File: config.mk
export PLATFORM = sky130hd
export DESIGN_NAME = pair_match_timer
export DESIGN_NICKNAME = d
export VERILOG_FILES = /design/src/rtl/mtp_pkg.sv /design/src/rtl/mtp_regdec.sv /design/src/rtl/mtp_prescale.sv /design/src/rtl/mtp_channel.sv /design/src/rtl/pair_match_timer.sv
export SDC_FILE = /design/constraint.sdc
export NUM_CORES = 1
export LEC_CHECK = 0
export BUFFER_PORTS_ARGS = -buffer_cell sky130_fd_sc_hd__buf_2
export CAP_MARGIN = 15
export CORE_UTILIZATION = 60
export CTS_CLUSTER_DIAMETER = 100
export DETAILED_ROUTE_END_ITERATION = 8
export PLACE_DENSITY = 0.79
export SLEW_MARGIN = 10
export SYNTH_ARGS = -nofsm -noshare
export SYNTH_HDL_FRONTEND = slang
export SYNTH_SLANG_ARGS = --single-unit
File: constraint.sdc
create_clock -name clk -period 32.6 [get_ports clk]
set_input_delay 8.15 -clock clk [delete_from_list [all_inputs] [get_ports clk]]
set_output_delay 8.15 -clock clk [all_outputs]
set_load 0.02 [all_outputs]
File: src/rtl/mtp_pkg.sv
package mtp_pkg;

    // per-channel run control
    typedef enum logic [0:0] {
        CH_IDLE = 1'b0,
        CH_RUN  = 1'b1
    } ch_state_e;

    // order of the three registers inside one channel's window
    localparam int SLOT_CTRL    = 0;
    localparam int SLOT_CNT     = 1;
    localparam int SLOT_CMP     = 2;
    localparam int REGS_PER_CH  = 3;

    // control register bit positions
    localparam int IE_BIT       = 6;
    localparam int FIXED_BIT    = 7;

    // divider ratio = 1 << (BASE_LOG2 + STEP_LOG2 * select)
    localparam int BASE_LOG2    = 3;
    localparam int STEP_LOG2    = 2;

endpackage

File: src/rtl/mtp_regdec.sv
module mtp_regdec
    import mtp_pkg::*;
#(
    parameter int NCH    = 2,
    parameter int DW     = 16,
    parameter int ADDR_W = 4
) (
    input  logic              bus_en,
    input  logic              bus_we,
    input  logic [ADDR_W-1:0] bus_addr,
    input  logic [NCH-1:0]    run_vec,
    input  logic [DW-1:0]     ctrl_view [NCH],
    input  logic [DW-1:0]     cnt_view  [NCH],
    input  logic [DW-1:0]     cmp_view  [NCH],
    output logic              start_we,
    output logic [NCH-1:0]    ctrl_we,
    output logic [NCH-1:0]    cnt_we,
    output logic [NCH-1:0]    cmp_we,
    output logic [DW-1:0]     bus_rdata
);

    int   slot;
    int   sel_ch;
    int   sel_fld;
    logic aligned;
    logic is_start;
    logic ch_hit;
    logic wr;

    // halfword slot 0 is the run register, then three slots per channel
    always_comb begin
        aligned  = (bus_addr[0] == 1'b0);
        slot     = int'(bus_addr[ADDR_W-1:1]);
        sel_ch   = (slot - 1) / REGS_PER_CH;
        sel_fld  = (slot - 1) % REGS_PER_CH;
        is_start = aligned && (slot == 0);
        ch_hit   = aligned && (slot != 0) && (sel_ch < NCH);
        wr       = bus_en && bus_we;
    end

    assign start_we = wr && is_start;

    for (genvar g = 0; g < NCH; g++) begin : g_strobe
        assign ctrl_we[g] = wr && ch_hit && (sel_ch == g) && (sel_fld == SLOT_CTRL);
        assign cnt_we[g]  = wr && ch_hit && (sel_ch == g) && (sel_fld == SLOT_CNT);
        assign cmp_we[g]  = wr && ch_hit && (sel_ch == g) && (sel_fld == SLOT_CMP);
    end

    always_comb begin
        bus_rdata = '0;
        if (is_start) begin
            bus_rdata[NCH-1:0] = run_vec;
        end else if (ch_hit) begin
            for (int c = 0; c < NCH; c++) begin
                if (sel_ch == c) begin
                    if (sel_fld == SLOT_CTRL)      bus_rdata = ctrl_view[c];
                    else if (sel_fld == SLOT_CNT)  bus_rdata = cnt_view[c];
                    else                           bus_rdata = cmp_view[c];
                end
            end
        end
    end

endmodule

File: src/rtl/mtp_prescale.sv
module mtp_prescale
    import mtp_pkg::*;
#(
    parameter int SEL_W = 2
) (
    input  logic             clk,
    input  logic             rst_n,
    input  logic             run,
    input  logic             restart,
    input  logic [SEL_W-1:0] sel,
    output logic             tick
);

    localparam int MAX_SEL = (1 << SEL_W) - 1;
    localparam int PW      = BASE_LOG2 + STEP_LOG2 * MAX_SEL;

    logic [PW-1:0] phase_q;
    logic [PW-1:0] last;

    always_comb begin
        last = PW'((32'd1 << (BASE_LOG2 + STEP_LOG2 * int'(sel))) - 32'd1);
        // >= keeps the divider bounded if the ratio shrinks mid-period
        tick = run && (phase_q >= last);
    end

    always_ff @(posedge clk) begin
        if (!rst_n) begin
            phase_q <= '0;
        end else if (restart) begin
            phase_q <= '0;
        end else if (run) begin
            phase_q <= tick ? '0 : phase_q + PW'(1);
        end
    end

endmodule

File: src/rtl/mtp_channel.sv
module mtp_channel
    import mtp_pkg::*;
#(
    parameter int DW    = 16,
    parameter int SEL_W = 2
) (
    input  logic          clk,
    input  logic          rst_n,
    input  logic          run_we,
    input  logic          run_wd,
    input  logic          ctrl_we,
    input  logic          cnt_we,
    input  logic          cmp_we,
    input  logic [DW-1:0] wdata,
    output logic          running,
    output logic [DW-1:0] ctrl_rd,
    output logic [DW-1:0] cnt_rd,
    output logic [DW-1:0] cmp_rd,
    output logic          irq
);

    ch_state_e        st_q, st_d;
    logic             launch;
    logic             tick;
    logic             at_match;
    logic [SEL_W-1:0] sel_q;
    logic             ie_q;
    logic [DW-1:0]    cnt_q;
    logic [DW-1:0]    cmp_q;
    logic             irq_q;

    // state register
    always_ff @(posedge clk) begin
        if (!rst_n) st_q <= CH_IDLE;
        else        st_q <= st_d;
    end

    // transitions: START and HALT
    always_comb begin
        st_d = st_q;
        unique case (st_q)
            CH_IDLE: if (run_we && run_wd)  st_d = CH_RUN;
            CH_RUN:  if (run_we && !run_wd) st_d = CH_IDLE;
            default: st_d = CH_IDLE;
        endcase
    end

    // state outputs
    always_comb begin
        running = (st_q == CH_RUN);
        launch  = (st_q == CH_IDLE) && (st_d == CH_RUN);
    end

    mtp_prescale #(.SEL_W(SEL_W)) u_div (
        .clk     (clk),
        .rst_n   (rst_n),
        .run     (running),
        .restart (launch),
        .sel     (sel_q),
        .tick    (tick)
    );

    assign at_match = (cnt_q == cmp_q);

    always_ff @(posedge clk) begin
        if (!rst_n) begin
            sel_q <= '0;
            ie_q  <= 1'b0;
            cmp_q <= '1;
            cnt_q <= '0;
            irq_q <= 1'b0;
        end else begin
            if (ctrl_we) begin
                sel_q <= wdata[SEL_W-1:0];
                ie_q  <= wdata[IE_BIT];
            end
            if (cmp_we) cmp_q <= wdata;
            if (cnt_we)     cnt_q <= wdata;
            else if (tick)  cnt_q <= at_match ? '0 : cnt_q + DW'(1);
            irq_q <= tick && at_match && ie_q;
        end
    end

    always_comb begin
        ctrl_rd            = '0;
        ctrl_rd[SEL_W-1:0] = sel_q;
        ctrl_rd[IE_BIT]    = ie_q;
        ctrl_rd[FIXED_BIT] = 1'b1;
    end

    assign cnt_rd = cnt_q;
    assign cmp_rd = cmp_q;
    assign irq    = irq_q;

endmodule

File: src/rtl/pair_match_timer.sv
module pair_match_timer
    import mtp_pkg::*;
#(
    parameter int NCH    = 2,
    parameter int DW     = 16,
    parameter int SEL_W  = 2,
    parameter int ADDR_W = 4
) (
    input  logic              clk,
    input  logic              rst_n,
    input  logic              bus_en,
    input  logic              bus_we,
    input  logic [ADDR_W-1:0] bus_addr,
    input  logic [DW-1:0]     bus_wdata,
    output logic [DW-1:0]     bus_rdata,
    output logic [NCH-1:0]    irq
);

    logic           start_we;
    logic [NCH-1:0] ctrl_we, cnt_we, cmp_we;
    logic [NCH-1:0] run_vec;
    logic [NCH-1:0] ie_vec;
    logic [DW-1:0]  ctrl_view [NCH];
    logic [DW-1:0]  cnt_view  [NCH];
    logic [DW-1:0]  cmp_view  [NCH];

    mtp_regdec #(.NCH(NCH), .DW(DW), .ADDR_W(ADDR_W)) u_dec (
        .bus_en    (bus_en),
        .bus_we    (bus_we),
        .bus_addr  (bus_addr),
        .run_vec   (run_vec),
        .ctrl_view (ctrl_view),
        .cnt_view  (cnt_view),
        .cmp_view  (cmp_view),
        .start_we  (start_we),
        .ctrl_we   (ctrl_we),
        .cnt_we    (cnt_we),
        .cmp_we    (cmp_we),
        .bus_rdata (bus_rdata)
    );

    for (genvar g = 0; g < NCH; g++) begin : g_ch
        mtp_channel #(.DW(DW), .SEL_W(SEL_W)) u_ch (
            .clk     (clk),
            .rst_n   (rst_n),
            .run_we  (start_we),
            .run_wd  (bus_wdata[g]),
            .ctrl_we (ctrl_we[g]),
            .cnt_we  (cnt_we[g]),
            .cmp_we  (cmp_we[g]),
            .wdata   (bus_wdata),
            .running (run_vec[g]),
            .ctrl_rd (ctrl_view[g]),
            .cnt_rd  (cnt_view[g]),
            .cmp_rd  (cmp_view[g]),
            .irq     (irq[g])
        );
        assign ie_vec[g] = ctrl_view[g][IE_BIT];
    end

endmodule

==> impl_metrics.csv <==
group,metric,value,unit
drt,drc_errors,0,
run_status,status,"finished, final reports clean",
placed_design,hpwl,12.96,mm
logic_synthesis,synthMuxAreaShare,11.31,%
die,rows,38,
clock_network,cts.clk_slew.worst_paths,70,ps
logic_synthesis,synthFlopType,"dfxtp_1",
sta,rsz0062_at_grt,"false",
global_route,track_usage,31.00,%
logic_synthesis,yosysTopAreaCellShare,27.19,%
clock_network,h-tree-depth,3,
die,dieArea,11720,µm²
global_route,grt_pass1_wl,28.39,mm
sta,clock_skew,10.01,ps
drt,first_pass_iters,5,
logic_synthesis,synth_area_per_cell,8.092,µm²
clock_network,clkSinkCount,92,
finish,fillers,971,
logic_synthesis,synth_simple_gate_area_share,24.20,%
logic_synthesis,async_reset_ff_share,0,%
die,io_pins,42,
logic_synthesis,yosys-top-cells-area,"dfxtp_1 (27%), mux2i_1 (11%), ha_1 (5.4%)",
global_route,grt-ovfl-total,0,
sta,slew_headroom,20.56,%
critical_path,critPathRequiredTime,24450,ps
drt,dr_total_vias,6219,
critical_path,slowest_stage,"and3_2",
finish,layout-drive-gt1-share,10.52,%
clock_network,cts_hold_buf,0,
global_route,met2_usage,51.09,%
global_route,grt_pass1_vias,5767,
logic_synthesis,synthDominantAreaCellType,"dfxtp_1",
finish,final_common_cell,"dfxtp_1",
power,cellLeakagePower,2.804,nW
critical_path,slowest_delay,880,ps
drt,drt_iter0_drc,464,
sta,fmax,42.67,MHz
sta,post-route-period-util,71.89,%
critical_path,path_delay_family,"compound AO/OA/AOI/OAI gates",
drt,routed_wl,17.88,mm
placed_design,place.port_buffers,41,
power,vdd_drop_max,66.50,µV
clock_network,insertion_delay,360,ps
clock_network,postCtsSetupBuffers,0,
global_route,use_met1,39.79,%
placed_design,dp_slack,9296,ps
sta,setup_tns,0,ps
logic_synthesis,syn_inst,837,
worst_hold_path,worstHoldPathType,"flip-flop to flip-flop",
logic_synthesis,ys_seq_area_share,27.19,%
run,drv_cap,0,
clock_network,cts_resized,0,
finish,fin_cells,986,
clock_network,cts_tree,"done",
sta,setup_viol_count_final,0,
logic_synthesis,ys_ff_latch,92,
finish,area_growth,7.353,%
global_route,antenna_found_initial,0,
global_route,grt_start_max_net_pins,79,
finish,final_nets,894,
drt,ant_nets,0,
clock_network,cts_root_buf,"clkbuf_16",
clock_network,cts_buffers,9,
die,die_x,108.2,µm
sta,layout_setup_ws,9164,ps
sta,finalCriticalPeriod,23440,ps
critical_path,cp-start-kind,"input pin",
sta,slew_viol_final,0,
global_route,grt_busiest_layer,"met2",
clock_network,cts_buffer_depth,2,
sta,whs,509.8,ps
critical_path,cp.arrival,15290,ps
logic_synthesis,synth-adder-area-share,5.357,%
critical_path,path_max_fanout,39,
die,initial_core_util,61.93,%
placed_design,placed_cells,969,
power,powerDensity,44.19,nW/µm²
global_route,use_met3,6.329,%
logic_synthesis,ys_warn_count,0,
critical_path,path_buf_inv,4,
finish,post-route-util,66.49,%
logic_synthesis,synth_xor_area_share,7.371,%
sta,tightestPinTransition,1173,ps
logic_synthesis,syn-cell-area,6773,µm²
drt,routedWlPerCell,18.13,µm
die,fp.dieH,108.2,µm
finish,final_cell_mix,"dfxtp_1 (92), nor2_1 (76), mux2i_1 (72), nand2_1 (71), buf_2 (41)",
logic_synthesis,synth_edf_count,0,
placed_design,routabilityCongestion,0.9064,
logic_synthesis,ys_types,75,
die,core-area,10940,µm²
sta,hold_violations,0,
critical_path,crit_path_frequent_cell,"ha_1",
critical_path,path_class,"input pin to output pin",
critical_path,critical_path.endpoint_type,"output pin",
finish,n_antenna_cell,0,
logic_synthesis,synth_compound_area_share,19.01,%
logic_synthesis,synth_top_family_by_area,"simple AND/OR/NAND/NOR gates",
drt,post_drt_via_cell_ratio,6.307,
-- logic make-up after synthesis --
| group | Yosys count |
|---|---|
| simple gates | 317 |
| compound gates | 183 |
| flops | 92 |
| buf+inv | 82 |
| mux | 76 |
| xor+xnor | 57 |
| fa+ha+maj | 29 |
| other cells | 1 |
-- registers in the layout, summed over array words and instances, names as in the netlist --
register and flops:
g_ch.u_ch.cnt_rd 32, g_ch.u_ch.running 2, g_ch.u_ch.sel_q 4, g_ch.u_ch.cmp_rd 32
g_ch.u_ch.irq 2, g_ch.u_ch.ie_q 2, g_ch.u_ch.u_div.phase_q 18
-- metrics by stage --
step	area [µm²]	power [W]
after global routing	7271	0.0003335
after detailed placement	6964	0.0002123
after floorplan	6784	0.0001922
after global placement	6964	0.0002106
final	7271	0.0003213
after CTS	7266	0.0003206
-- power breakdown --
| part | switching (W) | total (W) | internal (W) |
|---|---|---|---|
| registers | 0.00000257 | 0.000116 | 0.000114 |
| clock network | 0.0000477 | 0.000109 | 0.0000616 |
| logic | 0.0000586 | 0.0000957 | 0.0000371 |
-- cell usage after synthesis (7+ instances only) --
cell type / instances
o211a_1: 14
clkbuf_1: 36
nor3_1: 10
nor2_1: 76
nor2b_1: 28
ha_1: 29
o21a_1: 11
mux2i_1: 72
inv_1: 23
a21oi_1: 37
o22ai_1: 14
dfxtp_1: 92
nand3_1: 24
nand2_1: 71
nand2b_1: 22
xnor2_1: 40
o21ai_0: 36
and2_1: 7
o31ai_1: 7
and3_1: 20
nand4_1: 17
a31oi_1: 11
nor4_1: 8
xor2_1: 17
buf_2: 13
-- final timing paths --
check / startpoint / end / slack, ps / cells after the start
setup / recovery: bus_addr[1] / bus_rdata[7] / 9160 / 25
hold / removal: g_ch[1].u_ch.ie_q$_SDFFE_PN0P_ / g_ch[1].u_ch.irq$_SDFF_PN0_ / 510 / 2
setup reg to reg: g_ch[0].u_ch.sel_q[1]$_SDFFE_PN0P_ / g_ch[0].u_ch.cnt_rd[6]$_SDFFE_PN0P_ / 29420 / 10
hold reg to reg: g_ch[1].u_ch.ie_q$_SDFFE_PN0P_ / g_ch[1].u_ch.irq$_SDFF_PN0_ / 510 / 2
-- layout make-up --
| cell class | count | area, µm² | share of cell area, % |
|---|---|---|---|
| Clock buffer | 10 | 239.0 | 3.287 |
| Inverter | 23 | 86.33 | 1.187 |
| Tap cell | 140 | 175.2 | 2.409 |
| Sequential cell | 92 | 1842 | 25.33 |
| Timing Repair Buffer | 49 | 262.8 | 3.614 |
| Multi-Input combinational cell | 666 | 4603 | 63.31 |
| Clock inverter | 6 | 62.56 | 0.8604 |
-- routing by layer --
| metal | wire, µm | up-vias |
|---|---|---|
| met5 | 0 | - |
| met4 | 436 | 0 |
| met3 | 1258 | 36 |
| met2 | 8284 | 221 |
| met1 | 7897 | 2948 |
| li1 | - | 3014 |
-- worst register-to-register path, stage by stage, from the launching register on --
cell and delay (ps):
dfxtp_1 570, nor2_1 80, ha_1 280, a21boi_0 210
o21a_1 140, o211ai_1 70, a21o_1 200, and2_1 400
nor2_1 770, a31oi_1 190, a21oi_1 190
Power figures use the tool's default switching activity.
